$ cat config.mk
export PLATFORM = sky130hd
export DESIGN_NAME = iter_divider
export DESIGN_NICKNAME = d
export VERILOG_FILES = /design/src/rtl/iter_div_pkg.sv /design/src/rtl/div_operand_prep.sv /design/src/rtl/div_shift_core.sv /design/src/rtl/div_zero_trap.sv /design/src/rtl/iter_divider.sv
export SDC_FILE = /design/constraint.sdc
export NUM_CORES = 1
export LEC_CHECK = 0
export BUFFER_PORTS_ARGS = -buffer_cell sky130_fd_sc_hd__buf_4
export CORE_UTILIZATION = 50
export CTS_BUF_LIST = sky130_fd_sc_hd__clkbuf_2 sky130_fd_sc_hd__clkbuf_4 sky130_fd_sc_hd__clkbuf_8
export DETAILED_ROUTE_END_ITERATION = 10
export GPL_TIMING_DRIVEN = 0
export PLACE_DENSITY = 0.7
export REMOVE_ABC_BUFFERS = 1
export SLEW_MARGIN = 20
export SYNTH_ARGS = -nofsm -noshare
export SYNTH_HDL_FRONTEND = slang
export SYNTH_SLANG_ARGS = --single-unit
$ cat constraint.sdc
create_clock -name clk -period 10 [get_ports clk]
set_input_delay 2 -clock clk [delete_from_list [all_inputs] [get_ports clk]]
set_output_delay 2 -clock clk [all_outputs]
set_load 0.01 [all_outputs]
$ cat src/rtl/iter_div_pkg.sv
package iter_div_pkg;

    localparam int DATA_W  = 32;
    localparam int CAUSE_W = 5;
    localparam logic [CAUSE_W-1:0] DZ_CAUSE = 5'd5;

    typedef enum logic {
        MODE_UNSIGNED = 1'b0,
        MODE_SIGNED   = 1'b1
    } div_mode_e;

    typedef struct packed {
        logic               flag;
        logic               req;
        logic [CAUSE_W-1:0] cause;
    } dz_state_t;

    function automatic logic trap_allowed(logic enable, logic mask);
        return enable && !mask;
    endfunction

endpackage

$ cat src/rtl/div_operand_prep.sv
module div_operand_prep
    import iter_div_pkg::*;
#(
    parameter int W = DATA_W
) (
    input  logic         signed_i,
    input  logic [W-1:0] dividend_i,
    input  logic [W-1:0] divisor_i,
    output logic [W-1:0] a_mag_o,
    output logic [W-1:0] b_mag_o,
    output logic         neg_o
);
    div_mode_e mode;
    logic      a_neg;
    logic      b_neg;

    always_comb begin
        mode    = div_mode_e'(signed_i);
        a_neg   = (mode == MODE_SIGNED) && dividend_i[W-1];
        b_neg   = (mode == MODE_SIGNED) && divisor_i[W-1];
        a_mag_o = a_neg ? ((~dividend_i) + W'(1)) : dividend_i;
        b_mag_o = b_neg ? ((~divisor_i) + W'(1)) : divisor_i;
        neg_o   = a_neg ^ b_neg;
    end
endmodule

$ cat src/rtl/div_shift_core.sv
module div_shift_core #(
    parameter int W = 32
) (
    input  logic         clk,
    input  logic         rst,
    input  logic         load_i,
    input  logic [W-1:0] a_mag_i,
    input  logic [W-1:0] b_mag_i,
    input  logic         neg_i,
    output logic         busy_o,
    output logic         last_o,
    output logic [W-1:0] result_o
);
    localparam int CNT_W = $clog2(W);
    localparam logic [CNT_W-1:0] LAST_CNT = CNT_W'(W - 1);

    logic [W-1:0]     rem_q, quo_q, div_q;
    logic             neg_q, busy_q;
    logic [CNT_W-1:0] cnt_q;

    logic [W:0]   shifted, trial;
    logic         fits;
    logic [W-1:0] rem_n, quo_n;

    always_comb begin
        shifted  = {rem_q, quo_q[W-1]};
        trial    = shifted - {1'b0, div_q};
        fits     = !trial[W];
        rem_n    = fits ? trial[W-1:0] : shifted[W-1:0];
        quo_n    = {quo_q[W-2:0], fits};
        result_o = neg_q ? ((~quo_n) + W'(1)) : quo_n;
        last_o   = busy_q && (cnt_q == LAST_CNT);
        busy_o   = busy_q;
    end

    always_ff @(posedge clk) begin
        if (rst) begin
            rem_q  <= '0;
            quo_q  <= '0;
            div_q  <= '0;
            neg_q  <= 1'b0;
            busy_q <= 1'b0;
            cnt_q  <= '0;
        end else if (busy_q) begin
            rem_q <= rem_n;
            quo_q <= quo_n;
            cnt_q <= cnt_q + CNT_W'(1);
            if (cnt_q == LAST_CNT) begin
                busy_q <= 1'b0;
            end
        end else if (load_i) begin
            rem_q  <= '0;
            quo_q  <= a_mag_i;
            div_q  <= b_mag_i;
            neg_q  <= neg_i;
            cnt_q  <= '0;
            busy_q <= 1'b1;
        end
    end
endmodule

$ cat src/rtl/div_zero_trap.sv
module div_zero_trap
    import iter_div_pkg::*;
#(
    parameter logic [CAUSE_W-1:0] CAUSE_CODE = DZ_CAUSE
) (
    input  logic               clk,
    input  logic               rst,
    input  logic               zero_acc_i,
    input  logic               nz_acc_i,
    input  logic               exc_en_i,
    input  logic               exc_mask_i,
    output logic               flag_o,
    output logic               req_o,
    output logic [CAUSE_W-1:0] cause_o
);
    dz_state_t st_q;

    always_ff @(posedge clk) begin
        if (rst) begin
            st_q <= '0;
        end else begin
            st_q.req <= 1'b0;
            if (zero_acc_i) begin
                st_q.flag <= 1'b1;
                if (trap_allowed(exc_en_i, exc_mask_i)) begin
                    st_q.req   <= 1'b1;
                    st_q.cause <= CAUSE_CODE;
                end
            end else if (nz_acc_i) begin
                st_q.flag <= 1'b0;
            end
        end
    end

    assign flag_o  = st_q.flag;
    assign req_o   = st_q.req;
    assign cause_o = st_q.cause;
endmodule

$ cat src/rtl/iter_divider.sv
module iter_divider
    import iter_div_pkg::*;
#(
    parameter int W = DATA_W,
    parameter logic [CAUSE_W-1:0] CAUSE_CODE = DZ_CAUSE
) (
    input  logic               clk,
    input  logic               rst,
    input  logic               start_i,
    input  logic               signed_i,
    input  logic [W-1:0]       dividend_i,
    input  logic [W-1:0]       divisor_i,
    input  logic               exc_en_i,
    input  logic               exc_mask_i,
    output logic               busy_o,
    output logic               done_o,
    output logic [W-1:0]       quotient_o,
    output logic               dz_flag_o,
    output logic               exc_req_o,
    output logic [CAUSE_W-1:0] exc_cause_o
);
    logic         accept, zero_acc, nz_acc;
    logic [W-1:0] a_mag, b_mag, core_res;
    logic         neg, core_busy, core_last;
    logic [W-1:0] quo_q;
    logic         done_q;

    always_comb begin
        accept   = start_i && !core_busy;
        zero_acc = accept && (divisor_i == '0);
        nz_acc   = accept && (divisor_i != '0);
    end

    div_operand_prep #(.W(W)) u_prep (
        .signed_i   (signed_i),
        .dividend_i (dividend_i),
        .divisor_i  (divisor_i),
        .a_mag_o    (a_mag),
        .b_mag_o    (b_mag),
        .neg_o      (neg)
    );

    div_shift_core #(.W(W)) u_core (
        .clk      (clk),
        .rst      (rst),
        .load_i   (nz_acc),
        .a_mag_i  (a_mag),
        .b_mag_i  (b_mag),
        .neg_i    (neg),
        .busy_o   (core_busy),
        .last_o   (core_last),
        .result_o (core_res)
    );

    div_zero_trap #(.CAUSE_CODE(CAUSE_CODE)) u_trap (
        .clk        (clk),
        .rst        (rst),
        .zero_acc_i (zero_acc),
        .nz_acc_i   (nz_acc),
        .exc_en_i   (exc_en_i),
        .exc_mask_i (exc_mask_i),
        .flag_o     (dz_flag_o),
        .req_o      (exc_req_o),
        .cause_o    (exc_cause_o)
    );

    always_ff @(posedge clk) begin
        if (rst) begin
            quo_q  <= '0;
            done_q <= 1'b0;
        end else begin
            done_q <= zero_acc || core_last;
            if (zero_acc) begin
                quo_q <= '0;
            end else if (core_last) begin
                quo_q <= core_res;
            end
        end
    end

    assign busy_o     = core_busy;
    assign done_o     = done_q;
    assign quotient_o = quo_q;
endmodule

==> qor.yml, run 1 <==
rr_endpoint: "quotient_o[24]"
via_per_inst: 5.88
hpwl_um: 16300
dp_slack_ns: 3.69
grt_pass1_wl_um: 38100
n_antenna_cell: 0
drive_above_1_share: 0.147
drt_pass1_iterations: 7
holdPathEnd: "u_core.div_q[20]"
critical_path_arrival_ns: 6.17
area_growth_pct: 15.6
grt_setup_unrepaired: "false"
worst_ep_required_time_ns: 10.38
slowest_stage: "a21oi_4"
busiest_layer: "met2"
fin_setup_tns_ns: 0
die_area_um2: 18000
initial_core_util: 0.518
routed_wirelength_um: 22700
wl_per_cell_um: 16.5
final.setup_skew_ns: 0.0138
cap_violations: 0
use_met3: 0.0431
final_util: 0.599
cts_buffer_depth: 2
yosys-top-cells-area: "dfxtp_1 (32%), xor2_1 (6.7%), nor2_1 (5.5%)"
ys_ff_latch: 139
portBuffers: 107
fin_ws_ns: 4.21
netlist_area_um2: 8710
met2_usage: 0.410
relSlewSlack: 0.323
cts_root_buffer: "clkbuf_8"
hold_viol: 0
die_y_um: 134
async_reset_ff_frac: 0
synth_edf_count: 0
synth_top_area_frac: 0.319
synth_area_per_cell_um2: 8.10
ys_warn_count: 0
cpMostUsedCell: "or3_1"
max_freq_ghz: 0.173
cts_tree: "yes"
reg2reg_from: "u_core.quo_q[31]"
tightest_slew_ns: 1.01
cts.htree.levels: 4
grt-ovfl-total: 0
clk-insertion-delay-late_ns: 0.47
fin_nets: 1251
crit_chain: "buf_4 > or3_1 > or3b_4 > nor4_4 > nand3_2 > or3_1 > a21oi_4 > and2_1 > buf_8 > a22oi_1 > o21ai_0"
cp_max_fo: 36
synth_cells: 1076
critPathLaunchType: "primary input"
grt_pass1_vias: 7601
slowest_delay_ns: 0.84
synth_area_leader_cell: "dfxtp_1"
r2r_cells: 18
ys.flop_type: "dfxtp_1"
ys_seq_area_frac: 0.319
power.leakage_nw: 4.06
io_pins: 111
power.density_nw_per_um2: 159
grt_use_met1: 0.372
postCtsSetupRepairBufs: 0
placed_cell_area_um2: 9650
timing.final.crit_share: 0.579
critPathKind: "primary input to flop"
postRouteAntennaNets: 0
synth_common_cells: "dfxtp_1 (139), nor2_1 (127), nand2_1 (79), a21oi_1 (72), xor2_1 (67)"
antenna_found_initial: 0
vias: 8085
drcViolationCount: 0
synth_most_common_cell: "dfxtp_1"
gp_congestion: 0.936
core-area_um2: 16800
report.final.slew_viol_count: 0
hp-class: "flop to flop"
ir_drop_mv: 0.102
dieWidth_um: 134
ys_types: 68
power_mw: 1.61
holdPathStages: 2
row_count: 47
hp-start: "u_core.div_q[20]"
cts-resized-gates: 0
path_clk_slew_ns: 0.08
grt_use_total: 0.264
status: "finished clean"
drtIter0Drc: 633
cts.sinks: 139
grt_max_degree: 81
cts_hold_buf: 0
period_needed_ns: 5.79
cts-buffers-inserted: 17
setup_viol: 0
end_kind: "flop"
finalInstanceArea_um2: 10100
r2r_setup_slack_ns: 4.85
layer usage:
layer  vias up  wire length, um
met5         -                0
met4         0              339
met1      3777            11100
met2       227            10100
met3        33             1180
li1       4048                -
state kept, by name, summed over array words and instances (netlist names):
signal and count:
u_core.neg_q 1, u_trap.flag_o 1, u_core.busy_o 1, u_trap.req_o 1, u_core.div_q 32, done_o 1, quotient_o 32, u_core.rem_q 32
u_trap.cause_o 1, u_core.quo_q 32, u_core.cnt_q 5
critical path, delay by kind of cell:
family          cells  cell delay (ns)
compound gates      3             1.05
buf+inv             2             0.36
simple gates        6             2.74
cell type report:
class | count | area (um^2)
multi-input cells | 818 | 5440
clock buffers | 18 | 248
fillers | 1573 | 6740
flip-flops and latches | 139 | 2790
clock inverters | 14 | 173
well taps | 220 | 275
repair buffers | 115 | 958
inverters | 52 | 195
how the worst max path moves through the flow:
stage | from | to | depth (start not counted)
after floorplan | u_core.quo_q[31] | quotient_o[24] | 17
after global placement | u_core.quo_q[31] | quotient_o[24] | 17
after detailed placement | divisor_i[4] | u_core.rem_q[12] | 11
after CTS | divisor_i[4] | u_core.rem_q[10] | 11
after global routing | divisor_i[4] | u_core.rem_q[8] | 11
final | divisor_i[4] | u_core.rem_q[8] | 11
through the flow:
step,hold slack [ns],std cells
final,0.455,1376
after global routing,0.473,1376
after CTS,0.458,1376
after detailed placement,0.446,1344
after global placement,0.440,1336
after floorplan,0.426,1009
layout by cell type, fill, tap and decap left out, types with 6 or more instances in the layout:
master    count
dfxtp_1     137
nor2_1      127
buf_4       107
nand2_1      79
a21oi_1      72
xor2_1       67
o21ai_0      59
inv_1        51
a211oi_1     49
xnor2_1      45
ha_1         37
a222oi_1     31
o31ai_1      28
clkbuf_8     18
a22oi_1      17
a21o_1       16
nand3_1      16
or3_1        11
and2_1       10
nor4_1       10
nor3_1       10
a31oi_1      10
nand4_1       9
nor2b_1       8
or4_1         8
o41ai_1       8
mux2i_1       8
nand2b_1      7
and3_1        6
logic make-up (layout without fill, tap and decap cells):
kind of cell,count (synthesis),after routing,share of synthesized area
other,1,3,0.000430
muxes,8,8,0.00919
and+or+nand+nor,327,327,0.180
DFF,139,139,0.319
xor gates and xnor gates,113,113,0.114
AOI/OAI and AO/OA,329,329,0.262
adders and majority gates,38,38,0.0554
buffers and inverters,121,199,0.0599
power by group:
part | internal, mW | switching (mW)
combinational | 0.209 | 0.297
sequential | 0.586 | 0.0304
clock | 0.253 | 0.232
total | 1.05 | 0.559
(Power assumes the default switching activity.)
==> run 2: changes to the inputs <==
Settings changed: PLACE_DENSITY 0.7 to 0.73.
Clock period 10 ns to 4.95 ns, I/O delays scaled along.
==> run 2 against run 1 <==
  * Design area up 0.60%
  * Highest routed layer unchanged
  * Non-clock buffer count is 2 lower
  * Register-to-register slack got worse by 4.5 ns
  * Clock skew fell by 0.0016 ns
  * Via count grew 0.72%
==> qor.yml, run 2 (synthesis gave the netlist of run 1 again) <==
postCtsSetupRepairBufs: 0  # unchanged
mostFrequentLayoutCell: "dfxtp_1"
grt_max_degree: 81  # unchanged
n_antenna_cell: 0  # unchanged
period_needed_ns: 4.66
timing.final.crit_share: 0.942
cts.sinks: 139  # unchanged
finalInstanceArea_um2: 10100  # +0.60%
seq_area_um2: 2790  # unchanged
via_per_inst: 5.93  # +0.86%
path_clk_slew_ns: 0.07  # about the same
portBuffers: 107  # unchanged
power.density_nw_per_um2: 336  # +110%
endpoint: "u_core.rem_q[25]"
rr_endpoint: "quotient_o[24]"
cts_tree: "yes"
r2r_cells: 16  # -2
relSlewSlack: 0.315  # -0.00837
final.setup_skew_ns: 0.0121  # -0.00164 ns
cts_buffer_depth: 2  # unchanged
layout_common_cells: "dfxtp_1 (137), nor2_1 (127), buf_4 (107)"
hp-class: "flop to flop"
cap_violations: 0  # unchanged
power.leakage_nw: 4.10  # +0.83%
fin_setup_tns_ns: 0  # unchanged
ir_drop_mv: 0.250  # +140%
grt-ovfl-total: 0  # unchanged
dieWidth_um: 134  # unchanged
fin_ws_ns: 0.288  # -3.92 ns
dp_slack_ns: -0.498  # -4.19 ns
cts_root_buffer: "clkbuf_8"
drcViolationCount: 0  # unchanged
power_mw: 3.40  # +110%
placed_cell_area_um2: 9640  # -0.17%
cts.htree.levels: 4  # unchanged
critical_path_arrival_ns: 5.04  # -1.13 ns
final_util: 0.603  # +0.00357
critPathKind: "primary input to flop"
tightest_slew_ns: 1.03  # +0.0125 ns
cts-buffers-inserted: 17  # unchanged
vias: 8143  # +0.72%
antenna_found_initial: 0  # unchanged
nFillCells: 1534  # -2.5%
max_freq_ghz: 0.215
r2r_setup_slack_ns: 0.37  # -4.48 ns
core-area_um2: 16800  # unchanged
initial_core_util: 0.518  # unchanged
die_area_um2: 18000  # unchanged
drtIter0Drc: 762  # +20%
drt_pass1_iterations: 6  # -1
reg2reg_from: "u_core.div_q[2]"
status: "finished clean"
area_growth_pct: 16.3
grt_pass1_vias: 7285  # -4.2%
grt_use_total: 0.255  # -0.00829
row_count: 47  # unchanged
cts_hold_buf: 0  # unchanged
drive_above_1_share: 0.147  # +0.000255
critPathLaunchType: "primary input"
multi_input_area_um2: 5460  # +0.37%
grt_setup_unrepaired: "false"
cp_max_fo: 36  # unchanged
hold_viol: 0  # unchanged
io_pins: 111  # unchanged
grt_pass1_wl_um: 36800  # -3.5%
worst_ep_required_time_ns: 5.33  # -5.05 ns
hpwl_um: 16200  # -0.58%
postRouteAntennaNets: 0  # unchanged
clk-insertion-delay-late_ns: 0.46  # about the same
gp_congestion: 0.897  # -4.2%
report.final.slew_viol_count: 0  # unchanged
setup_viol: 0  # unchanged
fin_nets: 1249  # -0.16%
die_y_um: 134  # unchanged
routed_wirelength_um: 22800  # +0.35%
cp-startpoint: "divisor_i[4]"
end_kind: "flop"
wl_per_cell_um: 16.6  # +0.49%
run 2: changes by cell type in the layout (fill, tap and decap cells not counted), moves of 2 or more:
cell	previous run	this run
bufinv_16	3	6
clkinvlp_4	5	2
clkbuf_4	0	2
clkinv_4	4	2
run 2: worst min-delay path by stage:
stage / start / endpoint / depth (start not counted)
global route: u_core.div_q[22] / u_core.div_q[22] / 2
detailed placement: u_core.div_q[22] / u_core.div_q[22] / 2
floorplan: u_core.div_q[20] / u_core.div_q[20] / 2
global placement: u_core.div_q[22] / u_core.div_q[22] / 2
finish: u_core.div_q[22] / u_core.div_q[22] / 2
CTS: u_core.div_q[22] / u_core.div_q[22] / 2
run 2: area by class of cell:
cell class                 count  share of cell area
clock buffer                  20              0.0259
multi-input combinational    818               0.539
clock inverter                12              0.0216
sequential                   139               0.275
inverter                      52              0.0198
tap                          220              0.0272
timing repair buffer         113              0.0920
run 2: timing repair:
item / CTS / global route
pin swaps: 0 / 0
endpoints found under the setup margin: 8 / 4
resized for setup: 2 / 3
hold endpoints to repair: 0 / 0
run 2: stage by stage:
stage | instances | hold WS (ns)
after floorplan | 1009 | 0.426
after detailed placement | 1342 | 0.446
after global placement | 1336 | 0.440
after CTS | 1374 | 0.455
after global routing | 1374 | 0.480
final | 1374 | 0.451
run 2: routing by layer:
| metal | wire (um) | part of all wire | vias up | GRT usage |
|---|---|---|---|---|
| li1 | - | - | 4045 | - |
| met1 | 10800 | 0.47 | 3808 | 0.354 |
| met2 | 10400 | 0.46 | 262 | 0.401 |
| met3 | 1270 | 0.056 | 28 | 0.0522 |
| met4 | 331 | 0.015 | 0 | 0.0688 |
| met5 | 0 | 0 | - | 0 |
run 2: where the power goes:
part | total, mW | internal (mW) | switching [mW]
logic | 1.04 | 0.426 | 0.611
registers | 1.25 | 1.18 | 0.0622
clock network | 1.12 | 0.673 | 0.449
run 2: worst max-delay path, cell delays in order:
cell	delay [ns]
buf_4	0.12
or3_1	0.40
or3b_4	0.45
nor4_4	0.50
nand3_2	0.22
or3_1	0.50
a21oi_4	0.85
and2_2	0.71
a22oi_1	0.19
o21ai_0	0.10
==> run 3: changes to the inputs <==
Settings changed: CORE_MARGIN set to 10, GPL_ROUTABILITY_DRIVEN set to 0, PLACE_DENSITY 0.73 to 0.77.
==> run 3 against run 2 <==
  * Global-route usage down 6.1 points
  * Routed wire length rose by 3.8%
  * Setup slack worse by 0.020 ns
  * Clock-buffer cell count fell by 1
  * Largest power group unchanged
  * Register-to-register slack got worse by 0.10 ns
  * Critical path depth up 7
  * Power shrank 3.1%
  * Clock power shrank 9%
  * Via count is 1.7% higher
  * Sequential share of layout area increased by 0.14 points
  * Fmax decreased by 0.44%
==> qor.yml, run 3 (synthesis gave the netlist of run 1 again) <==
status: "finished clean"
final_util: 0.587  # -0.0155
period_needed_ns: 4.68  # +0.0204 ns
worst_ep_required_time_ns: 5.33  # about the same
drive_above_1_share: 0.147  # unchanged
cts_root_buffer: "clkbuf_8"
finalInstanceArea_um2: 10100  # -0.51%
cts_buffer_depth: 2  # unchanged
drcViolationCount: 0  # unchanged
critPathTopFamily: "compound AO/OA/AOI/OAI gates"
grt_setup_unrepaired: "false"
setup_viol: 0  # unchanged
cp_max_fo: 18  # -50%
drt_pass1_iterations: 9  # +3
area_growth_pct: 15.7
layout_common_cells: "dfxtp_1 (137), nor2_1 (127), buf_4 (107)"
n_antenna_cell: 0  # unchanged
crit_chain: "inv_1 > ha_1 > nor2b_1 > o21a_1 > a311o_1 > a211oi_2 > nand3b_1 > a221oi_2 > xnor2_2 > buf_8 > clkinv_2 > ha_1 > nand3_2 > nand2b_1 > o31ai_1 > xor2_1 > a211oi_1"
initial_core_util: 0.507  # -0.0108
power.density_nw_per_um2: 327  # -2.6%
slowest_stage: "a311o_1"
grt_use_total: 0.194  # -0.0608
holdPathStages: 2  # unchanged
antenna_found_initial: 0  # unchanged
path_clk_slew_ns: 0.09  # +0.02 ns
hold_viol: 0  # unchanged
wl_per_cell_um: 17.2  # +3.4%
r2r_cells: 17  # +1
cts.sinks: 139  # unchanged
grt_max_degree: 81  # unchanged
power.leakage_nw: 4.07  # -0.54%
critPathKind: "flop to flop"
dieWidth_um: 152  # +13%
fin_ws_ns: 0.268  # -0.0204 ns
grt-ovfl-total: 0  # unchanged
postRouteAntennaNets: 0  # unchanged
relSlewSlack: 0.228  # -0.0869
crit_buf_inv: 3  # +2
vias: 8282  # +1.7%
placed_cell_area_um2: 9640  # about the same
core-area_um2: 17200  # +2.1%
power_mw: 3.30  # -3.1%
routed_wirelength_um: 23700  # +3.8%
dp_slack_ns: -0.494  # +0.00400 ns
final_cells: 1379  # +0.36%
critical_path_arrival_ns: 5.06  # +0.02 ns
grt_pass1_wl_um: 38500  # +4.7%
mostFrequentLayoutCell: "dfxtp_1"
end_kind: "flop"
hpwl_um: 17100  # +5.4%
die_area_um2: 23100  # +29%
timing.final.crit_share: 0.946  # +0.00412
cap_violations: 0  # unchanged
r2r_setup_slack_ns: 0.27  # -0.10 ns
via_per_inst: 6.01  # +1.3%
die_y_um: 152  # +13%
final.setup_skew_ns: 0.0164  # +0.00425 ns
cts.htree.levels: 4  # unchanged
cts-buffers-inserted: 17  # unchanged
max_freq_ghz: 0.214  # -0.44%
io_pins: 111  # unchanged
placedCellCount: 1348  # +0.45%
ir_drop_mv: 0.210  # -16%
cpMostUsedCell: "ha_1"
fin_setup_tns_ns: 0  # unchanged
hp-class: "flop to flop"
slowest_delay_ns: 0.44  # -0.41 ns
cts_tree: "yes"
grt_pass1_vias: 7616  # +4.5%
drtIter0Drc: 837  # +9.8%
clk-insertion-delay-late_ns: 0.47  # about the same
portBuffers: 107  # unchanged
hold_slack_ns: 0.459  # +0.00783 ns
cp.depth: 17  # +7
report.final.slew_viol_count: 0  # unchanged
critPathLaunchType: "flop"
row_count: 48  # +2.1%
fin_nets: 1250  # +0.080%
cts_hold_buf: 0  # unchanged
tightest_slew_ns: 1.16  # +0.130 ns
==> run 3: area by class of cell <==
type	count	area, um^2
inverters	52	196
fillers	1610	7090
flip-flops and latches	139	2790
multi-input cells	818	5440
repair buffers	114	943
clock inverters	12	171
well taps	225	282
clock buffers	19	262
==> run 3: worst paths after layout <==
kind                                          to             start
worst max-delay path              quotient_o[26]   u_core.div_q[2]
worst min-delay path            u_core.div_q[22]  u_core.div_q[22]
worst min register to register  u_core.div_q[22]  u_core.div_q[22]
worst max register to register    quotient_o[26]   u_core.div_q[2]
==> run 3: power breakdown <==
part	total [mW]	internal (mW)	switching [mW]	leakage (nW)
combinational	1.03	0.423	0.603	2.73
sequential	1.25	1.18	0.0642	1.13
clock	1.02	0.569	0.455	0.213
total	3.30	2.18	1.12	4.07
==> run 3: per-layer routing <==
| layer | track usage | wire length (um) |
|---|---|---|
| met1 | 0.256 | 10800 |
| met5 | 0 | 0 |
| met2 | 0.304 | 10600 |
| met3 | 0.0457 | 1720 |
| met4 | 0.0665 | 493 |
==> run 3: worst min-delay path: cells and delay by family (launching register included) <==
family	cells	cell delay, ns
DFF	1	0.32
and+or+nand+nor	1	0.05
AOI/OAI and AO/OA	1	0.05
==> run 3: repair_timing <==
action	4_1_cts	5_1_grt
hold endpoints to repair	0	0
setup buffers	0	0
gates resized for setup	2	1
setup endpoints to repair	5	4
